--- config.mk ---
export PLATFORM = sky130hd
export DESIGN_NAME = ipv4_frag_seq
export DESIGN_NICKNAME = d
export VERILOG_FILES = /design/src/rtl/frag_pkg.sv /design/src/rtl/frag_ctrl.sv /design/src/rtl/frag_dp.sv /design/src/rtl/ipv4_frag_seq.sv
export SDC_FILE = /design/constraint.sdc
export NUM_CORES = 1
export LEC_CHECK = 0
export ABC_AREA = 1
export CAP_MARGIN = 10
export CELL_PAD_IN_SITES_DETAIL_PLACEMENT = 1
export CELL_PAD_IN_SITES_GLOBAL_PLACEMENT = 1
export CORE_MARGIN = 4
export CORE_UTILIZATION = 47
export CTS_CLUSTER_DIAMETER = 100
export DETAILED_ROUTE_END_ITERATION = 16
export DONT_BUFFER_PORTS = 1
export PLACE_DENSITY_LB_ADDON = 0.1
export SYNTH_ARGS = -nofsm -noshare
export SYNTH_HDL_FRONTEND = slang
export SYNTH_HIERARCHICAL = 1
export SYNTH_SLANG_ARGS = --single-unit
--- constraint.sdc ---
create_clock -name clk -period 7 [get_ports clk]
set_clock_uncertainty 0.05 [all_clocks]
set_input_delay 1.4 -clock clk [delete_from_list [all_inputs] [get_ports clk]]
set_output_delay 1.4 -clock clk [all_outputs]
set_load 0.005 [all_outputs]
--- src/rtl/frag_pkg.sv ---
package frag_pkg;
  localparam int LEN_W  = 16;
  localparam int OFF_W  = 13;
  localparam int KIND_W = 32;

  localparam logic [KIND_W-1:0] KIND_FIRST = 32'hABCDEFAB;
  localparam logic [KIND_W-1:0] KIND_LAST  = 32'hABCDEFAA;
  localparam logic [KIND_W-1:0] KIND_MID   = 32'hABCDEFAC;
  localparam logic [KIND_W-1:0] KIND_WHOLE = 32'hABCDEFAD;

  typedef struct packed {
    logic load;
    logic buildWhole;
    logic buildFirst;
    logic buildNext;
    logic advance;
  } strobe_t;
endpackage

--- src/rtl/frag_ctrl.sv ---
module frag_ctrl
  import frag_pkg::*;
(
  input  logic    clk,
  input  logic    rstN,
  input  logic    inValid,
  output logic    inReady,
  input  logic    outReady,
  output logic    outValid,
  input  logic    fragNeeded,
  input  logic    dfSet,
  input  logic    lastDesc,
  output strobe_t stb,
  output logic    done,
  output logic    icmpValid
);
  typedef enum logic [1:0] {S_IDLE, S_DECIDE, S_SEND, S_NEXT} state_t;
  state_t state, stateNext;
  logic doneNext, icmpNext;

  always_comb begin
    stateNext = state;
    stb       = '0;
    doneNext  = 1'b0;
    icmpNext  = 1'b0;
    unique case (state)
      S_IDLE: if (inValid) begin
        stb.load  = 1'b1;
        stateNext = S_DECIDE;
      end
      S_DECIDE: begin
        if (!fragNeeded) begin
          stb.buildWhole = 1'b1;
          stateNext      = S_SEND;
        end else if (dfSet) begin
          icmpNext  = 1'b1;
          doneNext  = 1'b1;
          stateNext = S_IDLE;
        end else begin
          stb.buildFirst = 1'b1;
          stateNext      = S_SEND;
        end
      end
      S_SEND: if (outReady) begin
        stb.advance = 1'b1;
        if (lastDesc) begin
          doneNext  = 1'b1;
          stateNext = S_IDLE;
        end else begin
          stateNext = S_NEXT;
        end
      end
      S_NEXT: begin
        stb.buildNext = 1'b1;
        stateNext     = S_SEND;
      end
      default: stateNext = S_IDLE;
    endcase
  end

  always_ff @(posedge clk) begin
    if (!rstN) begin
      state     <= S_IDLE;
      done      <= 1'b0;
      icmpValid <= 1'b0;
    end else begin
      state     <= stateNext;
      done      <= doneNext;
      icmpValid <= icmpNext;
    end
  end

  assign inReady  = (state == S_IDLE);
  assign outValid = (state == S_SEND);

  assert_hold_valid_R8: assert property (@(posedge clk) disable iff (!rstN)
    outValid && !outReady |=> outValid);
  assert_idle_only_R1: assert property (@(posedge clk) disable iff (!rstN)
    inReady |-> !outValid);
  assert_icmp_with_done_R3: assert property (@(posedge clk) disable iff (!rstN)
    icmpValid |-> done && !outValid);
  assert_done_single_R9: assert property (@(posedge clk) disable iff (!rstN)
    done |=> !done || $past(inValid && inReady) == 1'b0);
endmodule

--- src/rtl/frag_dp.sv ---
module frag_dp
  import frag_pkg::*;
#(
  parameter int HW_W     = 4,
  parameter int BASE_HDR = 20
) (
  input  logic              clk,
  input  logic              rstN,
  input  strobe_t           stb,
  input  logic [HW_W-1:0]   inHdrWords,
  input  logic [LEN_W-1:0]  inTotalLen,
  input  logic              inDontFrag,
  input  logic [OFF_W-1:0]  inFragOffset,
  input  logic [LEN_W-1:0]  inMtu,
  input  logic [LEN_W-1:0]  inCopyOptLen,
  input  logic              outValid,
  input  logic              outReady,
  output logic              fragNeeded,
  output logic              dfSet,
  output logic              lastDesc,
  output logic [OFF_W-1:0]  dOff,
  output logic              dMf,
  output logic [LEN_W-1:0]  dTotal,
  output logic [LEN_W-1:0]  dStart,
  output logic [LEN_W-1:0]  dLen,
  output logic [KIND_W-1:0] dKind
);
  logic [LEN_W-1:0] hdrBytesQ, totalQ, mtuQ, laterHdrQ, remQ, startQ;
  logic [OFF_W-1:0] offQ;
  logic             dfQ;

  logic [LEN_W-1:0] firstBlocks, firstLen, midBlocks, midLen, nextLen;
  logic [LEN_W:0]   nextSum;
  logic             nextFits;

  always_comb begin
    firstBlocks = (mtuQ - hdrBytesQ) >> 3;
    firstLen    = firstBlocks << 3;
    midBlocks   = (mtuQ - laterHdrQ) >> 3;
    midLen      = midBlocks << 3;
    nextSum     = {1'b0, laterHdrQ} + {1'b0, remQ};
    nextFits    = nextSum <= {1'b0, mtuQ};
    nextLen     = nextFits ? remQ : midLen;
  end

  assign fragNeeded = totalQ > mtuQ;
  assign dfSet      = dfQ;
  assign lastDesc   = !dMf;

  always_ff @(posedge clk) begin
    if (!rstN) begin
      hdrBytesQ <= '0;
      totalQ    <= '0;
      mtuQ      <= '0;
      laterHdrQ <= '0;
      remQ      <= '0;
      startQ    <= '0;
      offQ      <= '0;
      dfQ       <= 1'b0;
    end else if (stb.load) begin
      hdrBytesQ <= LEN_W'({inHdrWords, 2'b00});
      totalQ    <= inTotalLen;
      mtuQ      <= inMtu;
      laterHdrQ <= LEN_W'(BASE_HDR) + inCopyOptLen;
      remQ      <= inTotalLen - LEN_W'({inHdrWords, 2'b00});
      startQ    <= '0;
      offQ      <= inFragOffset;
      dfQ       <= inDontFrag;
    end else if (stb.advance) begin
      remQ   <= remQ - dLen;
      startQ <= startQ + dLen;
      offQ   <= offQ + OFF_W'(dLen >> 3);
    end
  end

  always_ff @(posedge clk) begin
    if (!rstN) begin
      dOff   <= '0;
      dMf    <= 1'b0;
      dTotal <= '0;
      dStart <= '0;
      dLen   <= '0;
      dKind  <= '0;
    end else if (stb.buildWhole) begin
      dOff   <= offQ;
      dMf    <= 1'b0;
      dTotal <= totalQ;
      dStart <= '0;
      dLen   <= remQ;
      dKind  <= KIND_WHOLE;
    end else if (stb.buildFirst) begin
      dOff   <= offQ;
      dMf    <= 1'b1;
      dTotal <= hdrBytesQ + firstLen;
      dStart <= '0;
      dLen   <= firstLen;
      dKind  <= KIND_FIRST;
    end else if (stb.buildNext) begin
      dOff   <= offQ;
      dMf    <= !nextFits;
      dTotal <= laterHdrQ + nextLen;
      dStart <= startQ;
      dLen   <= nextLen;
      dKind  <= nextFits ? KIND_LAST : KIND_MID;
    end
  end

  assert_fits_mtu_R10: assert property (@(posedge clk) disable iff (!rstN)
    outValid |-> dTotal <= mtuQ);
  assert_stable_desc_R8: assert property (@(posedge clk) disable iff (!rstN)
    outValid && !outReady |=> $stable(dOff) && $stable(dMf) && $stable(dTotal)
      && $stable(dStart) && $stable(dLen) && $stable(dKind));
  assert_block_multiple_R5: assert property (@(posedge clk) disable iff (!rstN)
    outValid && dMf |-> dLen[2:0] == 3'b000);
  assert_no_overrun_R7: assert property (@(posedge clk) disable iff (!rstN)
    outValid |-> dLen <= remQ);
endmodule

--- src/rtl/ipv4_frag_seq.sv ---
module ipv4_frag_seq
  import frag_pkg::*;
#(
  parameter int HW_W     = 4,
  parameter int BASE_HDR = 20
) (
  input  logic              clk,
  input  logic              rstN,
  input  logic              inValid,
  output logic              inReady,
  input  logic [HW_W-1:0]   inHdrWords,
  input  logic [LEN_W-1:0]  inTotalLen,
  input  logic              inDontFrag,
  input  logic [OFF_W-1:0]  inFragOffset,
  input  logic [LEN_W-1:0]  inMtu,
  input  logic [LEN_W-1:0]  inCopyOptLen,
  output logic              outValid,
  input  logic              outReady,
  output logic [OFF_W-1:0]  outFragOffset,
  output logic              outMoreFrags,
  output logic [LEN_W-1:0]  outTotalLen,
  output logic [LEN_W-1:0]  outPayStart,
  output logic [LEN_W-1:0]  outPayLen,
  output logic [KIND_W-1:0] outKind,
  output logic              icmpValid,
  output logic [7:0]        icmpType,
  output logic [7:0]        icmpCode,
  output logic              done
);
  strobe_t stb;
  logic    fragNeeded, dfSet, lastDesc;

  frag_ctrl u_ctrl (
    .clk, .rstN, .inValid, .inReady, .outReady, .outValid,
    .fragNeeded, .dfSet, .lastDesc, .stb, .done, .icmpValid
  );

  frag_dp #(.HW_W(HW_W), .BASE_HDR(BASE_HDR)) u_dp (
    .clk, .rstN, .stb, .inHdrWords, .inTotalLen, .inDontFrag, .inFragOffset,
    .inMtu, .inCopyOptLen, .outValid, .outReady, .fragNeeded, .dfSet, .lastDesc,
    .dOff(outFragOffset), .dMf(outMoreFrags), .dTotal(outTotalLen),
    .dStart(outPayStart), .dLen(outPayLen), .dKind(outKind)
  );

  assign icmpType = icmpValid ? 8'd3 : 8'd0;
  assign icmpCode = icmpValid ? 8'd4 : 8'd0;
endmodule

# Word level (Yosys, flattened, before mapping)
# Cells that the tools add are included.
# word_totals
reg_bits	196
input_bits	70
out_inout_bits	114
elab_cells	89
# classes
addsub	10
order_cmp	2
eq_ne	5
mux	42
bitwise_logic	1
reduce_logical	10
# op_table
operator	n
2-to-1 mux 16 bit	9
2-to-1 mux 32 bit	3
2-to-1 mux 13 bit	5
adder 16 bit	2
subtractor 16 bit	2
subtractor 16 x 6 -> 16 bit	2
adder 16 x 16 -> 17 bit	1
less-or-equal comparator 17 x 16 -> 1 bit	1
adder 5 x 16 -> 16 bit (first input constant)	1
adder 6 x 16 -> 16 bit	1
> comparator 16 bit	1
2-to-1 mux 1 bit	14
2-to-1 mux 2 bit	7
adder 13 bit	1
case mux 2 bit (4 select lines)	1
2-to-1 mux 3 bit	2
equality test 2 bit (second input constant)	2
AND reduction 2 bit	2
nonzero test 2 bit	2
OR reduction 2 bit	2
nonzero test 3 bit	1
OR reduction 3 bit	1
equality test 2 x 1 -> 1 bit (second input constant)	1
zero test 2 bit	1
other kinds (5)	5

# Longest topological paths before layout
# Gate-level depths: netlist of run 1.
# depth
ltp_word	7
ltp_mapped	44
ltp_nobuf	42

# By module
# The synthesis of run 1 kept the hierarchy.
# modules_own_cells
module	n_inst	cells_each	area_each_um2	seq_area_each_um2
frag_dp	1	1795	12440.7	3283.1
frag_ctrl	1	44	305.3	80.1
ipv4_frag_seq	1	17	123.9	0.0

# Worst setup path before layout of run 1
# No wires, ideal clock.
# synth_path
path_kind	register -> register
startpoint	register u_dp.remQ[2]
endpoint	register u_dp.dTotal[10]
setup_ns	0.116
t_arrival_ns	4.881
t_required_ns	6.834
path_slack_ns	1.953
stages_incl_launch_ff	41
path_buffers	2
cell_sequence	dfxtp_1 > ha_1 > a21oi_1 > o211ai_1 > nand2_1 > nand2_1 > a21oi_1 > o21ai_0 > a21oi_1 > nor2_1 > nor2_1 > xor2_1 > inv_1 > ha_1 > nand2_1 > o21a_1 > nand2_1 > nand2_1 > [... 5 more ...] > buf_6 > buf_8 > nor2_1 > ha_1 > inv_1 > fa_1 > nand3b_1 > nand2_1 > a21boi_0 > o21ai_0 > nand2_1 > nand2_1 > a21oi_1 > or2_2 > nand3_1 > nand3_1 > o211ai_1 > inv_1
# synth_via
elab_chain_len	7
# synth_rtl
item	line	source
start: declaration	frag_dp.sv:28	logic [LEN_W-1:0] hdrBytesQ, totalQ, mtuQ, laterHdrQ, remQ, startQ;
start signal: assignment	frag_dp.sv:65	remQ <= inTotalLen - LEN_W'({inHdrWords, 2'b00});
start signal: assignment	frag_dp.sv:70	remQ <= remQ - dLen;
adder 16 x 16 -> 17 bit	frag_dp.sv:41	nextSum = {1'b0, laterHdrQ} + {1'b0, remQ};
less-or-equal comparator 17 x 16 -> 1 bit	frag_dp.sv:42	nextFits = nextSum <= {1'b0, mtuQ};
2-to-1 mux 16 bit *	frag_dp.sv:43	nextLen = nextFits ? remQ : midLen;
adder 16 bit *	frag_dp.sv:101	dTotal <= laterHdrQ + nextLen;
2-to-1 mux 16 bit *	frag_dp.sv:98	end else if (stb.buildNext) begin
2-to-1 mux 16 bit *	frag_dp.sv:91	end else if (stb.buildFirst) begin
2-to-1 mux 16 bit *	frag_dp.sv:84	end else if (stb.buildWhole) begin
end signal: assignment	frag_dp.sv:87	dTotal <= totalQ;
end signal: assignment	frag_dp.sv:94	dTotal <= hdrBytesQ + firstLen;
end signal: assignment	frag_dp.sv:101	
end: declaration	frag_dp.sv:23	output logic [LEN_W-1:0] dTotal,
# Mark *: on every way between the ends. The rest lies on a longest branch, timed or not. The select of a mux whose other input is x is not followed.
# A chain may end at the register's enable or synchronous reset.

# Worst setup path in the final report of run 1
# layout_path
startpoint	register u_dp.remQ[4]
endpoint	register u_dp.dTotal[12]
# The elaborated chain is that of the path after synthesis.

==> results of run 1 <==
per-layer routing:
layer	routed length, um	track usage [%]
met1	20170	37.98
met2	20910	49.60
met3	2595	5.387
met4	1550	10.84
met5	13	0
cells in the mapped netlist (24+ instances only):
master,instances
nand2_1,344
dfxtp_1,168
nor2_1,148
buf_4,44
o21ai_0,149
ha_1,138
a31oi_1,24
inv_1,226
a21oi_1,179
clkbuf_1,52
nand3_1,101
xor2_1,38
xnor2_1,25
final timing paths:
check                                      end
hold reg to reg    u_dp/dStart[4]$_SDFFE_PP0P_
hold / removal     u_dp/dStart[4]$_SDFFE_PP0P_
setup / recovery  u_dp/dTotal[12]$_SDFFE_PN0P_
setup reg to reg  u_dp/dTotal[12]$_SDFFE_PN0P_
worst max-delay path, delay by kind of cell, from the launching register on:
kind / cells / cell delay [ns]
AO/OA/AOI/OAI: 11 / 2.18
XOR/XNOR: 1 / 0.16
AND/OR/NAND/NOR: 22 / 2.19
flip-flops: 1 / 0.37
adder cells (fa/ha/maj): 3 / 1.01
buffers and inverters: 3 / 0.26
stage by stage:
step	total power (W)	setup slack [ns]
global placement	0.003264	1.226
floorplan	0.002789	1.953
global route	0.004703	0.1162
finish	0.004373	0.6223
detailed placement	0.003339	0.7663
CTS	0.004366	0.5557
where the power goes:
part | switching [W] | internal (W) | total, W
registers | 0.000212 | 0.00109 | 0.00130
logic | 0.00137 | 0.000698 | 0.00207
clock network | 0.000509 | 0.000491 | 0.00100
total | 0.00209 | 0.00228 | 0.00437
registers in the layout (all words and copies together) (netlist names):
name / flops
u_ctrl/state: 2
u_dp/dKind: 4
u_dp/dTotal: 16
u_ctrl/done: 1
u_ctrl/icmpValid: 1
u_dp/totalQ: 16
u_dp/dStart: 16
u_dp/mtuQ: 16
u_dp/dOff: 13
u_dp/remQ: 16
u_dp/startQ: 16
u_dp/offQ: 13
u_dp/laterHdrQ: 16
u_dp/dMf: 1
u_dp/dLen: 16
u_dp/dfSet: 1
u_dp/hdrBytesQ: 4
cells by family after synthesis:
family,Yosys count
AOI/OAI and AO/OA,458
DFF,168
and+or+nand+nor,677
buffers and inverters,338
adders and majority gates,146
other,2
xor gates and xnor gates,67
final cells by class:
| cell class | count | share of cell area, % |
|---|---|---|
| inverter | 234 | 6.501 |
| clock inverter | 15 | 1.389 |
| timing repair buffer | 13 | 0.7223 |
| tap | 341 | 3.158 |
| multi-input combinational | 1370 | 60.19 |
| sequential | 168 | 24.89 |
| clock buffer | 17 | 3.148 |
==> results.json, run 1 <==
{
  "drive_gt1_share_pct": 6.329,
  "finalSetupViolations": 0,
  "synthSimpleGateAreaFrac_pct": 22.73,
  "coreArea_um2": 26950,
  "fin_util_pct": 50.13,
  "htree_num_levels": 4,
  "place_area_um2": 12890,
  "fmax_ghz": 0.1568,
  "globalplace.congestion": 0.9011,
  "synth_compound_area_share_pct": 20.31,
  "grt-ovfl-total": 0,
  "dp_cells": 2126,
  "routed_wirelength_um": 45250,
  "routed-via-count": 12520,
  "nets": 2020,
  "fin_cells": 2158,
  "wl_per_cell_um": 20.97,
  "initial_utilization_pct": 47.75,
  "relSlewSlack_pct": 6.190,
  "worst_r2r_path_depth": 40,
  "antenna_left": 0,
  "max_cap_violations": 0,
  "leakage_nw": 6.257,
  "yosys.area.top_type": "dfxtp_1",
  "power_density_nw_per_um2": 323.7,
  "multi_input_area_um2": 8133,
  "io_pins": 184,
  "hp-class": "reg -> reg",
  "crit_path_end_kind": "flop",
  "synth-seq-cells": 168,
  "drt_first_iter_violations": 726,
  "clk_pin_slew_ns": 0.09,
  "cts_inserted_buffers": 17,
  "cts_max_path_buffers": 2,
  "synth_area_leaders": "dfxtp_1 26%, ha_1 13%, nand2_1 10%, a21oi_1 7.0%, inv_1 6.6%",
  "cts_tree": "done",
  "peakVddDrop_v": 0.0001606,
  "finalHoldViolCount": 0,
  "critPathMaxStageDelay_ns": 0.39,
  "die-area_um2": 30090,
  "fin_hold_ws_ns": 0.4344,
  "synth-main-ff-cell": "dfxtp_1",
  "path_max_fanout": 20,
  "syn-cell-area_um2": 12870,
  "row_count": 60,
  "clkSinkCount": 168,
  "grt_usage_pct": 29.53,
  "regArea_um2": 3363,
  "final_cell_area_um2": 13510,
  "status": "complete, no violations",
  "numPortBuffers": 0,
  "cts_hold_buffers": 0,
  "crit_top_cell": "nand2_1",
  "avgSynthCellArea_um2": 6.934,
  "worstMarginPinSlew_ns": 1.372,
  "final_cell_mix": "344 x nand2_1, 225 x inv_1, 179 x a21oi_1",
  "synth_cell_type_count": 61,
  "layout_commonest_cell": "nand2_1",
  "die_height_um": 173.5,
  "crit_type": "reg -> reg",
  "r2r_slack_ns": 0.62,
  "synth_top_area_share_pct": 26.13,
  "antenna_found_initial": 1,
  "hpwl_um": 34830,
  "min-delay-start": "u_dp/dStart[4]$_SDFFE_PP0P_",
  "syn-instance-count": 1856,
  "startpoint": "u_dp/remQ[4]$_SDFFE_PN0P_",
  "route.detailed.drc": 0,
  "reg2reg_from": "u_dp/remQ[4]$_SDFFE_PN0P_",
  "postCtsResizedCells": 0,
  "synthMuxAreaShare_pct": 0,
  "slowest_stage": "ha_1",
  "fin_tns_setup_ns": 0,
  "num_antenna_cells": 0,
  "grt_pass1_wl_um": 71350,
  "fill_cells": 3539,
  "async_flop_share_pct": 0,
  "clock_latency_ns": 0.44,
  "synthXorXnorAreaFrac_pct": 4.793,
  "cp.arrival_ns": 6.66,
  "grt_pass1_vias": 12960,
  "die_width_um": 173.5,
  "rsz0062_at_grt": "false",
  "cp-start-kind": "flop",
  "ys_seq_area_share_pct": 26.13,
  "grt_max_degree": 83,
  "fin_crit_sh_pct": 91.11,
  "first_pass_iters": 5,
  "synth_edf_count": 0,
  "post_cts_buffers": 0,
  "yosysWarnings": 6,
  "viasPerCell": 5.803,
  "cp.required_ns": 7.28,
  "min_path_cells": 2,
  "synth_top_family_by_area": "simple AND/OR/NAND/NOR gates",
  "area_delta_synth_final_pct": 4.987,
  "fin_crit_ns": 6.378,
  "clockRootBuffer": "clkbuf_16",
  "maxSlewViolCount": 0,
  "synth_fa_ha_area_share_pct": 14.66
}
Power figures use the tool's default switching activity.
==> run 2: changes to the inputs <==
--- a/config.mk
+++ b/config.mk
@@ -15,6 +15,7 @@
 export DETAILED_ROUTE_END_ITERATION = 16
 export DONT_BUFFER_PORTS = 1
 export PLACE_DENSITY_LB_ADDON = 0.1
+export SKIP_CTS_REPAIR_TIMING = 1
 export SYNTH_ARGS = -nofsm -noshare
 export SYNTH_HDL_FRONTEND = slang
 export SYNTH_HIERARCHICAL = 1
==> constraint.sdc (replaced) <==
create_clock -name clk -period 7 [get_ports clk]
set_clock_uncertainty 0.05 [all_clocks]
set_input_delay 1.05 -clock clk [delete_from_list [all_inputs] [get_ports clk]]
set_output_delay 1.05 -clock clk [all_outputs]
set_load 0.005 [all_outputs]
==> run 2 against run 1 <==
  * Sequential share of layout area fell by 0.053 points
  * Clock power barely moved
  * Die area is the same
  * Critical path depth decreased by 2
  * Design area is 0.21% higher
==> results.json, run 2 (synthesized netlist as in run 1, its figures left out) <==
{
  "fin_hold_ws_ns": 0.4317,
  "slowest_stage": "dfxtp_1",
  "antenna_found_initial": 0,
  "nets": 2023,
  "die_width_um": 173.5,
  "die-area_um2": 30090,
  "power_density_nw_per_um2": 324.1,
  "finalSetupViolations": 0,
  "io_pins": 184,
  "first_pass_iters": 5,
  "crit_top_cell": "nand2_1",
  "r2r_slack_ns": 0.80,
  "rsz0062_at_grt": "false",
  "min-delay-start": "u_dp/dStart[5]$_SDFFE_PP0P_",
  "min_path_cells": 2,
  "crit_type": "reg -> reg",
  "power_w": 0.004388,
  "crit_path_end_kind": "flop",
  "reg2reg_from": "u_dp/remQ[2]$_SDFFE_PN0P_",
  "use_met3_pct": 4.842,
  "fin_tns_setup_ns": 0,
  "fin_crit_ns": 6.202,
  "hp-class": "reg -> reg",
  "cts_inserted_buffers": 17,
  "viasPerCell": 5.771,
  "grt_pass1_wl_um": 70550,
  "cts_tree": "done",
  "initial_utilization_pct": 47.75,
  "grt-ovfl-total": 0,
  "num_antenna_cells": 0,
  "grt_max_degree": 83,
  "finalHoldViolCount": 0,
  "cp-start-kind": "flop",
  "drive_gt1_share_pct": 6.538,
  "htree_num_levels": 4,
  "fmax_ghz": 0.1612,
  "grt_usage_pct": 29.21,
  "coreArea_um2": 26950,
  "antenna_left": 0,
  "routed-via-count": 12470,
  "clk_pin_slew_ns": 0.08,
  "busiest_layer": "met2",
  "leakage_nw": 6.276,
  "cp.required_ns": 7.29,
  "max_cap_violations": 0,
  "final_cell_area_um2": 13540,
  "fill_cells": 3598,
  "grtUsageMet1_pct": 38.33,
  "routed_wirelength_um": 45040,
  "use_met2_pct": 48.65,
  "wl_per_cell_um": 20.84,
  "clock_latency_ns": 0.44,
  "relSlewSlack_pct": 22.21,
  "path_max_fanout": 20,
  "globalplace.congestion": 0.9216,
  "min_to": "u_dp/dStart[5]$_SDFFE_PP0P_",
  "fin_util_pct": 50.24,
  "area_delta_synth_final_pct": 5.211,
  "worstMarginPinSlew_ns": 1.164,
  "final_cell_mix": "344 x nand2_1, 225 x inv_1, 179 x a21oi_1",
  "grt_pass1_vias": 12780,
  "status": "complete, no violations",
  "clkSinkCount": 168,
  "worst_r2r_path_depth": 38,
  "die_height_um": 173.5,
  "cts_max_path_buffers": 2,
  "fin_crit_sh_pct": 88.61,
  "layout_commonest_cell": "nand2_1",
  "clockRootBuffer": "clkbuf_16",
  "critPathMaxStageDelay_ns": 0.42,
  "cp.arrival_ns": 6.49,
  "drt_first_iter_violations": 791,
  "hpwl_um": 34680,
  "numPortBuffers": 0,
  "maxSlewViolCount": 0,
  "route.detailed.drc": 0,
  "place_area_um2": 12920,
  "r2r-end": "u_dp/dTotal[12]$_SDFFE_PN0P_",
  "peakVddDrop_v": 0.0001498,
  "row_count": 60
}
## run 2: changes by cell type in the layout (fill, tap and decap cells not counted), sizes merged
cell / change
buf: +3
clkinv: -1
clkbuf: +1
bufinv: +1
inv: -1
## run 2: metrics by stage
stage                     worst slack, ns  std cells
after detailed placement           0.9108       2129
after CTS                          0.7417       2161
after global routing              0.05217       2161
after global placement              1.287       2129
after floorplan                     1.953       1876
final                              0.7975       2161
## run 2: layout make-up
class                   count  area (um^2)  area share [%]
multi-input cells        1370         8135           60.08
flip-flops and latches    168         3363           24.84
inverters                 234        878.3           6.487
clock buffers              18        439.2           3.243
well taps                 341        426.7           3.151
clock inverters            14        177.7           1.312
repair buffers             16        120.1          0.8871
## run 2: worst max path at each step
| stage | from | end | slack, ns | cells past startpoint |
|---|---|---|---|---|
| finish | u_dp/remQ[2]$_SDFFE_PN0P_ | u_dp/dTotal[12]$_SDFFE_PN0P_ | 0.80 | 38 |
| global route | u_dp/remQ[2]$_SDFFE_PN0P_ | u_dp/dTotal[12]$_SDFFE_PN0P_ | 0.05 | 39 |
| CTS | u_dp/remQ[2]$_SDFFE_PN0P_ | u_dp/dTotal[13]$_SDFFE_PN0P_ | 0.74 | 38 |
| detailed placement | u_dp/remQ[2]$_SDFFE_PN0P_ | u_dp/dTotal[13]$_SDFFE_PN0P_ | 0.91 | 38 |
| global placement | u_dp/remQ[2]$_SDFFE_PN0P_ | u_dp/dTotal[12]$_SDFFE_PN0P_ | 1.29 | 38 |
| floorplan | u_dp/remQ[2]$_SDFFE_PN0P_ | u_dp/dTotal[10]$_SDFFE_PN0P_ | 1.95 | 40 |
## run 2: worst max-delay path: cells and delay by family, from the launching register on
family                     cells  cell delay (ns)
buffers and inverters          3             0.27
AOI/OAI and AO/OA             12             2.40
and+or+nand+nor               19             1.78
adders and majority gates      3             0.95
DFF                            1             0.42
xor gates and xnor gates       1             0.20
## run 2: where the power goes
group / switching, W / internal (W)
logic: 0.00137 / 0.000704
registers: 0.000212 / 0.00109
clock network: 0.000485 / 0.000525
## run 2: per-layer routing
layer / up-vias / part of all wire, %
met3: 79 / 5.7
met4: 0 / 3.2
met5: - / 0
li1: 6038 / -
met2: 354 / 46
met1: 6001 / 45
